`config.mk`:
```
export PLATFORM = sky130hd
export DESIGN_NAME = addr_window_decoder
export DESIGN_NICKNAME = d
export VERILOG_FILES = /design/src/rtl/addr_win_pkg.sv /design/src/rtl/win_regbank.sv /design/src/rtl/win_match.sv /design/src/rtl/win_prio.sv /design/src/rtl/addr_window_decoder.sv
export SDC_FILE = /design/constraint.sdc
export NUM_CORES = 2
export LEC_CHECK = 0
export ABC_AREA = 1
export BUFFER_PORTS_ARGS = -buffer_cell sky130_fd_sc_hd__buf_2
export CAP_MARGIN = 30
export CORE_MARGIN = 1.5
export CORE_UTILIZATION = 55
export CTS_CLUSTER_DIAMETER = 30
export DETAILED_ROUTE_END_ITERATION = 8
export PLACE_DENSITY = 0.71
export SLEW_MARGIN = 5
export SYNTH_ARGS = -nofsm -noshare
export SYNTH_HDL_FRONTEND = slang
export SYNTH_SLANG_ARGS = --single-unit
```
`constraint.sdc`:
```
create_clock -name clk -period 6.25 [get_ports clk]
set_clock_uncertainty 0.2 [all_clocks]
set_input_delay 0.625 -clock clk [delete_from_list [all_inputs] [get_ports clk]]
set_output_delay 0.625 -clock clk [all_outputs]
set_load 0.02 [all_outputs]
```
`src/rtl/addr_win_pkg.sv`:
```
package addr_win_pkg;

    typedef enum logic [1:0] {
        FLD_NONE,
        FLD_START,
        FLD_END,
        FLD_TGT
    } field_e;

    // Offset within one 16-byte window slot selects the register.
    function automatic field_e slot_field(input logic [3:0] off);
        case (off)
            4'h0:    return FLD_START;
            4'h8:    return FLD_END;
            4'hC:    return FLD_TGT;
            default: return FLD_NONE;
        endcase
    endfunction

endpackage

```
`src/rtl/win_regbank.sv`:
```
module win_regbank
    import addr_win_pkg::*;
#(
    parameter int NUM_WIN = 16,
    parameter int FIELD_W = 28,
    parameter int TGT_W   = 4,
    parameter int RA_W    = 12,
    parameter int DW      = 32,
    parameter logic [RA_W-1:0] GLOBAL_OFF = 12'h100
) (
    input  logic                              clk,
    input  logic                              rst_n,
    input  logic                              wr_en,
    input  logic                              rd_en,
    input  logic [RA_W-1:0]                   addr,
    input  logic [DW-1:0]                     wdata,
    output logic [DW-1:0]                     rdata,
    output logic [NUM_WIN-1:0]                cfg_en,
    output logic [NUM_WIN-1:0][FIELD_W-1:0]   cfg_lo,
    output logic [NUM_WIN-1:0][FIELD_W-1:0]   cfg_hi,
    output logic [NUM_WIN-1:0][TGT_W-1:0]     cfg_tgt,
    output logic [TGT_W-1:0]                  dflt_tgt
);
    localparam int IDX_W = (NUM_WIN > 1) ? $clog2(NUM_WIN) : 1;
    localparam logic [RA_W-1:0] BANK_END = RA_W'(NUM_WIN * 16);

    typedef struct packed {
        logic [NUM_WIN-1:0]              en;
        logic [NUM_WIN-1:0][FIELD_W-1:0] lo;
        logic [NUM_WIN-1:0][FIELD_W-1:0] hi;
        logic [NUM_WIN-1:0][TGT_W-1:0]   tgt;
        logic [TGT_W-1:0]                dflt;
        logic [DW-1:0]                   rdata;
    } bank_t;

    bank_t bank_d, bank_q;

    logic [IDX_W-1:0] widx;
    logic             in_bank;
    field_e           fld;

    always_comb begin
        widx    = addr[4 +: IDX_W];
        in_bank = (addr < BANK_END);
        fld     = slot_field(addr[3:0]);

        bank_d       = bank_q;
        bank_d.rdata = '0;

        if (wr_en) begin
            if (in_bank) begin
                case (fld)
                    FLD_START: begin
                        bank_d.en[widx] = wdata[0];
                        bank_d.lo[widx] = wdata[4 +: FIELD_W];
                    end
                    FLD_END: bank_d.hi[widx]  = wdata[4 +: FIELD_W];
                    FLD_TGT: bank_d.tgt[widx] = wdata[TGT_W-1:0];
                    default: ;
                endcase
            end else if (addr == GLOBAL_OFF) begin
                bank_d.dflt = wdata[TGT_W-1:0];
            end
        end

        if (rd_en) begin
            if (in_bank) begin
                case (fld)
                    FLD_START: bank_d.rdata = DW'({bank_q.lo[widx], 4'b0000})
                                            | DW'(bank_q.en[widx]);
                    FLD_END:   bank_d.rdata = DW'({bank_q.hi[widx], 4'b0000});
                    FLD_TGT:   bank_d.rdata = DW'(bank_q.tgt[widx]);
                    default:   bank_d.rdata = '0;
                endcase
            end else if (addr == GLOBAL_OFF) begin
                bank_d.rdata = DW'(bank_q.dflt);
            end
        end
    end

    always_ff @(posedge clk or negedge rst_n) begin
        if (!rst_n) begin
            bank_q       <= '0;
            bank_q.en[0] <= 1'b1;
        end else begin
            bank_q <= bank_d;
        end
    end

    assign rdata    = bank_q.rdata;
    assign cfg_en   = bank_q.en;
    assign cfg_lo   = bank_q.lo;
    assign cfg_hi   = bank_q.hi;
    assign cfg_tgt  = bank_q.tgt;
    assign dflt_tgt = bank_q.dflt;

endmodule

```
`src/rtl/win_match.sv`:
```
module win_match #(
    parameter int NUM_WIN = 16,
    parameter int FIELD_W = 28
) (
    input  logic [FIELD_W-1:0]              key,
    input  logic [NUM_WIN-1:0]              cfg_en,
    input  logic [NUM_WIN-1:0][FIELD_W-1:0] cfg_lo,
    input  logic [NUM_WIN-1:0][FIELD_W-1:0] cfg_hi,
    output logic [NUM_WIN-1:0]              hit
);
    for (genvar w = 0; w < NUM_WIN; w++) begin : g_cmp
        assign hit[w] = cfg_en[w] && (key >= cfg_lo[w]) && (key <= cfg_hi[w]);
    end
endmodule

```
`src/rtl/win_prio.sv`:
```
module win_prio #(
    parameter int NUM_WIN = 16,
    localparam int IDX_W  = (NUM_WIN > 1) ? $clog2(NUM_WIN) : 1
) (
    input  logic [NUM_WIN-1:0] hit,
    output logic               any,
    output logic [IDX_W-1:0]   idx
);
    always_comb begin
        any = 1'b0;
        idx = '0;
        for (int i = NUM_WIN - 1; i >= 0; i--) begin
            if (hit[i]) begin
                any = 1'b1;
                idx = IDX_W'(i);
            end
        end
    end
endmodule

```
`src/rtl/addr_window_decoder.sv`:
```
module addr_window_decoder #(
    parameter int NUM_WIN    = 16,
    parameter int ADDR_W     = 48,
    parameter int GRAN_SHIFT = 20,
    parameter int RA_W       = 12,
    parameter int DW         = 32,
    parameter logic [RA_W-1:0] GLOBAL_OFF = 12'h100,
    localparam int FIELD_W = ADDR_W - GRAN_SHIFT,
    localparam int TGT_W   = (NUM_WIN > 1) ? $clog2(NUM_WIN) : 1
) (
    input  logic              clk,
    input  logic              rst_n,
    input  logic              reg_wr_en,
    input  logic              reg_rd_en,
    input  logic [RA_W-1:0]   reg_addr,
    input  logic [DW-1:0]     reg_wdata,
    output logic [DW-1:0]     reg_rdata,
    input  logic              lk_valid,
    input  logic [ADDR_W-1:0] lk_addr,
    output logic              res_valid,
    output logic [TGT_W-1:0]  res_target,
    output logic              res_hit
);
    logic [NUM_WIN-1:0]              cfg_en;
    logic [NUM_WIN-1:0][FIELD_W-1:0] cfg_lo;
    logic [NUM_WIN-1:0][FIELD_W-1:0] cfg_hi;
    logic [NUM_WIN-1:0][TGT_W-1:0]   cfg_tgt;
    logic [TGT_W-1:0]                dflt_tgt;
    logic [NUM_WIN-1:0]              hit_vec;
    logic                            hit_any;
    logic [TGT_W-1:0]                hit_idx;

    win_regbank #(
        .NUM_WIN(NUM_WIN), .FIELD_W(FIELD_W), .TGT_W(TGT_W),
        .RA_W(RA_W), .DW(DW), .GLOBAL_OFF(GLOBAL_OFF)
    ) u_bank (
        .clk(clk), .rst_n(rst_n),
        .wr_en(reg_wr_en), .rd_en(reg_rd_en), .addr(reg_addr),
        .wdata(reg_wdata), .rdata(reg_rdata),
        .cfg_en(cfg_en), .cfg_lo(cfg_lo), .cfg_hi(cfg_hi),
        .cfg_tgt(cfg_tgt), .dflt_tgt(dflt_tgt)
    );

    win_match #(.NUM_WIN(NUM_WIN), .FIELD_W(FIELD_W)) u_match (
        .key(lk_addr[ADDR_W-1:GRAN_SHIFT]),
        .cfg_en(cfg_en), .cfg_lo(cfg_lo), .cfg_hi(cfg_hi),
        .hit(hit_vec)
    );

    win_prio #(.NUM_WIN(NUM_WIN)) u_prio (
        .hit(hit_vec), .any(hit_any), .idx(hit_idx)
    );

    typedef struct packed {
        logic             valid;
        logic             hit;
        logic [TGT_W-1:0] target;
    } res_t;

    res_t res_d, res_q;

    always_comb begin
        res_d = '0;
        if (lk_valid) begin
            res_d.valid  = 1'b1;
            res_d.hit    = hit_any;
            res_d.target = hit_any ? cfg_tgt[hit_idx] : dflt_tgt;
        end
    end

    always_ff @(posedge clk or negedge rst_n) begin
        if (!rst_n) res_q <= '0;
        else        res_q <= res_d;
    end

    assign res_valid  = res_q.valid;
    assign res_hit    = res_q.hit;
    assign res_target = res_q.target;

endmodule

```
==> impl_results.md <==
- Status: finished, final reports clean
- Total grt overflow: 0
- Post-Synth XOR/XNOR Area: 0%
- Simple-Gate Fraction of Synth Area: between 10 and 15%
- Routed WL: 253800 um
- Routed WL per cell: around 25 um
- Leak: 34.09 nW
- Critical path class: primary input to flip-flop
- Number of library cell types mapped by synthesis: 54
- Post-cts sizing count: 0
- # H-tree levels: 5
- DR vias: between 60000 and 70000
- Post-CTS setup buffers: 0
- Syn_nets: 9101
- Largest net degree at the start of global routing: between 100 and 150
- Worst EP arrival: approximately 5.3 ns
- Die width: 347.2 um
- Yosys top cell by area: dfrtp_1
- Layout cells sized above 1: approximately a tenth
- FP Rows: between 100 and 150
- Measured slew at the worst slew-check pin: approximately 1.1 ns
- GPL Wtd Cong: 1.061
- First-pass GRT wire length: between 300000 and 400000 um
- I/O Buffers: 114
- Slowest stage cell, crit path: buf_4
- Worst setup EP type: flip-flop
- HP Class: primary input to flip-flop
- Final Max Tran Viols: 0
- Clk Latency, worst-skew pair: ~0.9 ns
- Reg power frac: around 29%
- Setup WS post-layout: 1.560 ns
- Core area: 117800 um^2
- Clock power share: a little over three fifths
- Area growth from synthesis to layout: 19.28%
- Overall power: roughly 23 mW
- Chip height: 347.2 um
- CP startpoint kind: primary input
- Total Routing Usage GR: 41.77%
- Clk sink count: 1018
- Max-Cap Viols: 0
- Internal power: between 15 and 20 mW
- Vias in the first global route: 61240
- Nets@finish: 9268
- WP data required: 6.82 ns
- DRT iter0 DRCs: 7594
- Switching share of power: between 20% and 30%
- DRC Markers: 0
- Sequential area share after synthesis: 39.09%
- Slew margin rel.: 24.61%
- Synth warn: 0
- Root Driver: clkbuf_16
- Die Area: 120600 um^2
- Max Clk Rate: 213.2 MHz
- Cells taking the most area after synthesis: dfrtp_1, ha_1, o21ai_0
- Via density: 6.329
- Hold buffers post-CTS: 6
- Post-synthesis register bit count: 1018
- Hpwl dp: 173500 um
- Cts bufs inserted: 285
- Min Tclk post-route: 4.690 ns
- Post-Syn Area: 65180 um^2
- Unrepaired setup endpoints after global routing: no
- Mapped Cells: 8108
- Fillers: 9648
- Worst-path clk slew: around 0.05 ns
- Final Cycle Share: 75.04%
- CP peak stage delay: 0.52 ns
- Endpoints failing setup: 0
- Post-Synth Adder-Cell Area: 17.20%
- Compound-cell area share of the yosys netlist: 20.43%
- Initial Util: 55.35%
- Post-Route Setup TNS: 0 ns
- Antenna violations before repair: 18
- Pre-CTS setup slack: 1.057 ns
- Final Hold Violating Endpoints: 0
- Psw: 5.829 mW
- Pwr dens: 298.9 nW/um^2
- Crit Path Max Fanout: 33
- FF-to-FF setup slack: 1.66 ns
- CTS tree: built
- Ports: 135
- Proportion of synthesized area in mux cells: 0%
- Maximum root-to-sink buffer count: 4
- Peak VDD IR: 300.5 uV
- Yosys top cell area share: 39.05%
- Syn_area_per_cell: 8.039 um^2
- DR pass1 iterations: 8
- Largest family of logic cells by synthesized area: compound AO/OA/AOI/OAI gates
- Comb pwr share: 8.8%
- Post-route ant nets: 0
- Most used cell, CP: nand2_1
## final timing paths
check | startpoint | endpoint | cells after the start
hold / removal | reg_addr[8] | u_bank.rdata[1] | 5
hold reg to reg | u_bank.cfg_lo[21] | u_bank.cfg_lo[21] | 2
setup / recovery | lk_addr[21] | res_target[3] | 35
setup reg to reg | u_bank.cfg_hi[59] | res_target[2] | 23
min in group asynchronous | rst_n | u_bank.cfg_hi[432] | 2
max in group asynchronous | rst_n | u_bank.cfg_lo[227] | 3
## cell usage in the layout (no fill, tap or decap), types with 33 or more instances in the layout
master     count
nand2_1     1591
o21ai_0     1239
inv_1       1051
dfrtp_1     1017
ha_1         896
a21oi_1      441
o22ai_1      403
clkbuf_16    289
nor2_1       229
nand3_1      172
buf_4        150
nand4_1      146
buf_2        113
o221ai_1      65
nor3_1        49
a22oi_1       41
clkinv_2      40
clkbuf_8      39
clkbuf_1      37
nand2_2       36
buf_12        35
o21a_1        34
bufinv_16     33
## metrics by stage
stage	area, um^2	utilization (%)	hold slack [ns]	instances
4_1_cts	77690	65.97	0.03586	10010
6_report	77740	66.01	0.09392	10020
3_3_place_gp	67670	57.46	0.2664	9496
3_5_place_dp	68120	57.84	0.2726	9517
5_1_grt	77720	65.99	0.1041	10010
2_1_floorplan	65180	-	0.1294	8108
## area by class of cell
class | count | area (um^2) | area share, %
Inverter | 1072 | 4046 | 5.205
Sequential cell | 1018 | 25480 | 32.77
Multi-Input combinational cell | 5588 | 34160 | 43.94
Antenna cell | 10 | 25.02 | 0.03219
Timing Repair Buffer | 310 | 2605 | 3.351
Tap cell | 1536 | 1922 | 2.472
Clock buffer | 365 | 7908 | 10.17
Clock inverter | 122 | 1602 | 2.060
## synthesized netlist by cell type (all sizes together)
library cell  number
a211oi            31
a32oi              5
o21a              34
a31oi             19
o22ai            403
a22oi             41
nand3b             5
o41ai              2
dfrtp           1017
a21o              12
o211ai            13
o21bai             9
o22a               2
inv             1069
clkinv             3
nand4            147
nand3            174
a32o               1
a21oi            442
nor3              53
o21ai           1271
and3              21
ha               896
a221oi            10
a41oi             13
nor2             241
o31ai             10
dfstp              1
nor4              19
a311oi             1
nor4b              1
nand2           1631
buf               24
and2               3
o221ai            65
clkbuf           406
a31o               1
or2                1
o2111ai           11
## per-layer routing
layer	wire length (um)	up-vias	track usage, %
li1	-	28220	-
met3	34220	932	13.75
met2	105300	3990	60.56
met5	67	-	0
met4	19370	10	28.33
met1	94880	30270	52.83
## logic make-up (layout without fill, tap and decap cells)
| group | count (synthesis) | in the layout |
|---|---|---|
| other | 0 | 10 |
| AO/OA/AOI/OAI | 2396 | 2396 |
| buffers and inverters | 1502 | 1869 |
| flip-flops | 1018 | 1018 |
| adder cells (fa/ha/maj) | 896 | 896 |
| AND/OR/NAND/NOR | 2296 | 2296 |
## power groups by stage
stage                     Sequential [mW]  Combinational, mW  Clock, mW
after detailed placement             6.76               1.94          0
after global placement               6.76               1.88          0
after floorplan                      6.76              0.975          0
after CTS                            6.67               1.96       14.5
final                                6.67               2.05       14.5
after global routing                 6.67               2.19       14.9
## flip-flops by register name (all words and copies together) (netlist names)
| register | flops |
|---|---|
| res_hit | 1 |
| res_target | 4 |
| res_valid | 1 |
| u_bank.cfg_en | 16 |
| u_bank.cfg_hi | 448 |
| u_bank.cfg_lo | 448 |
| u_bank.cfg_tgt | 64 |
| u_bank.dflt_tgt | 4 |
| u_bank.rdata | 32 |
## worst max-delay path: cells and delay by family
| kind | cells | cell delay, ns |
|---|---|---|
| fa+ha+maj | 1 | 0.33 |
| buf+inv | 3 | 1.02 |
| compound gates | 1 | 0.14 |
| simple gates | 30 | 3.07 |
(Power assumes the default switching activity.)
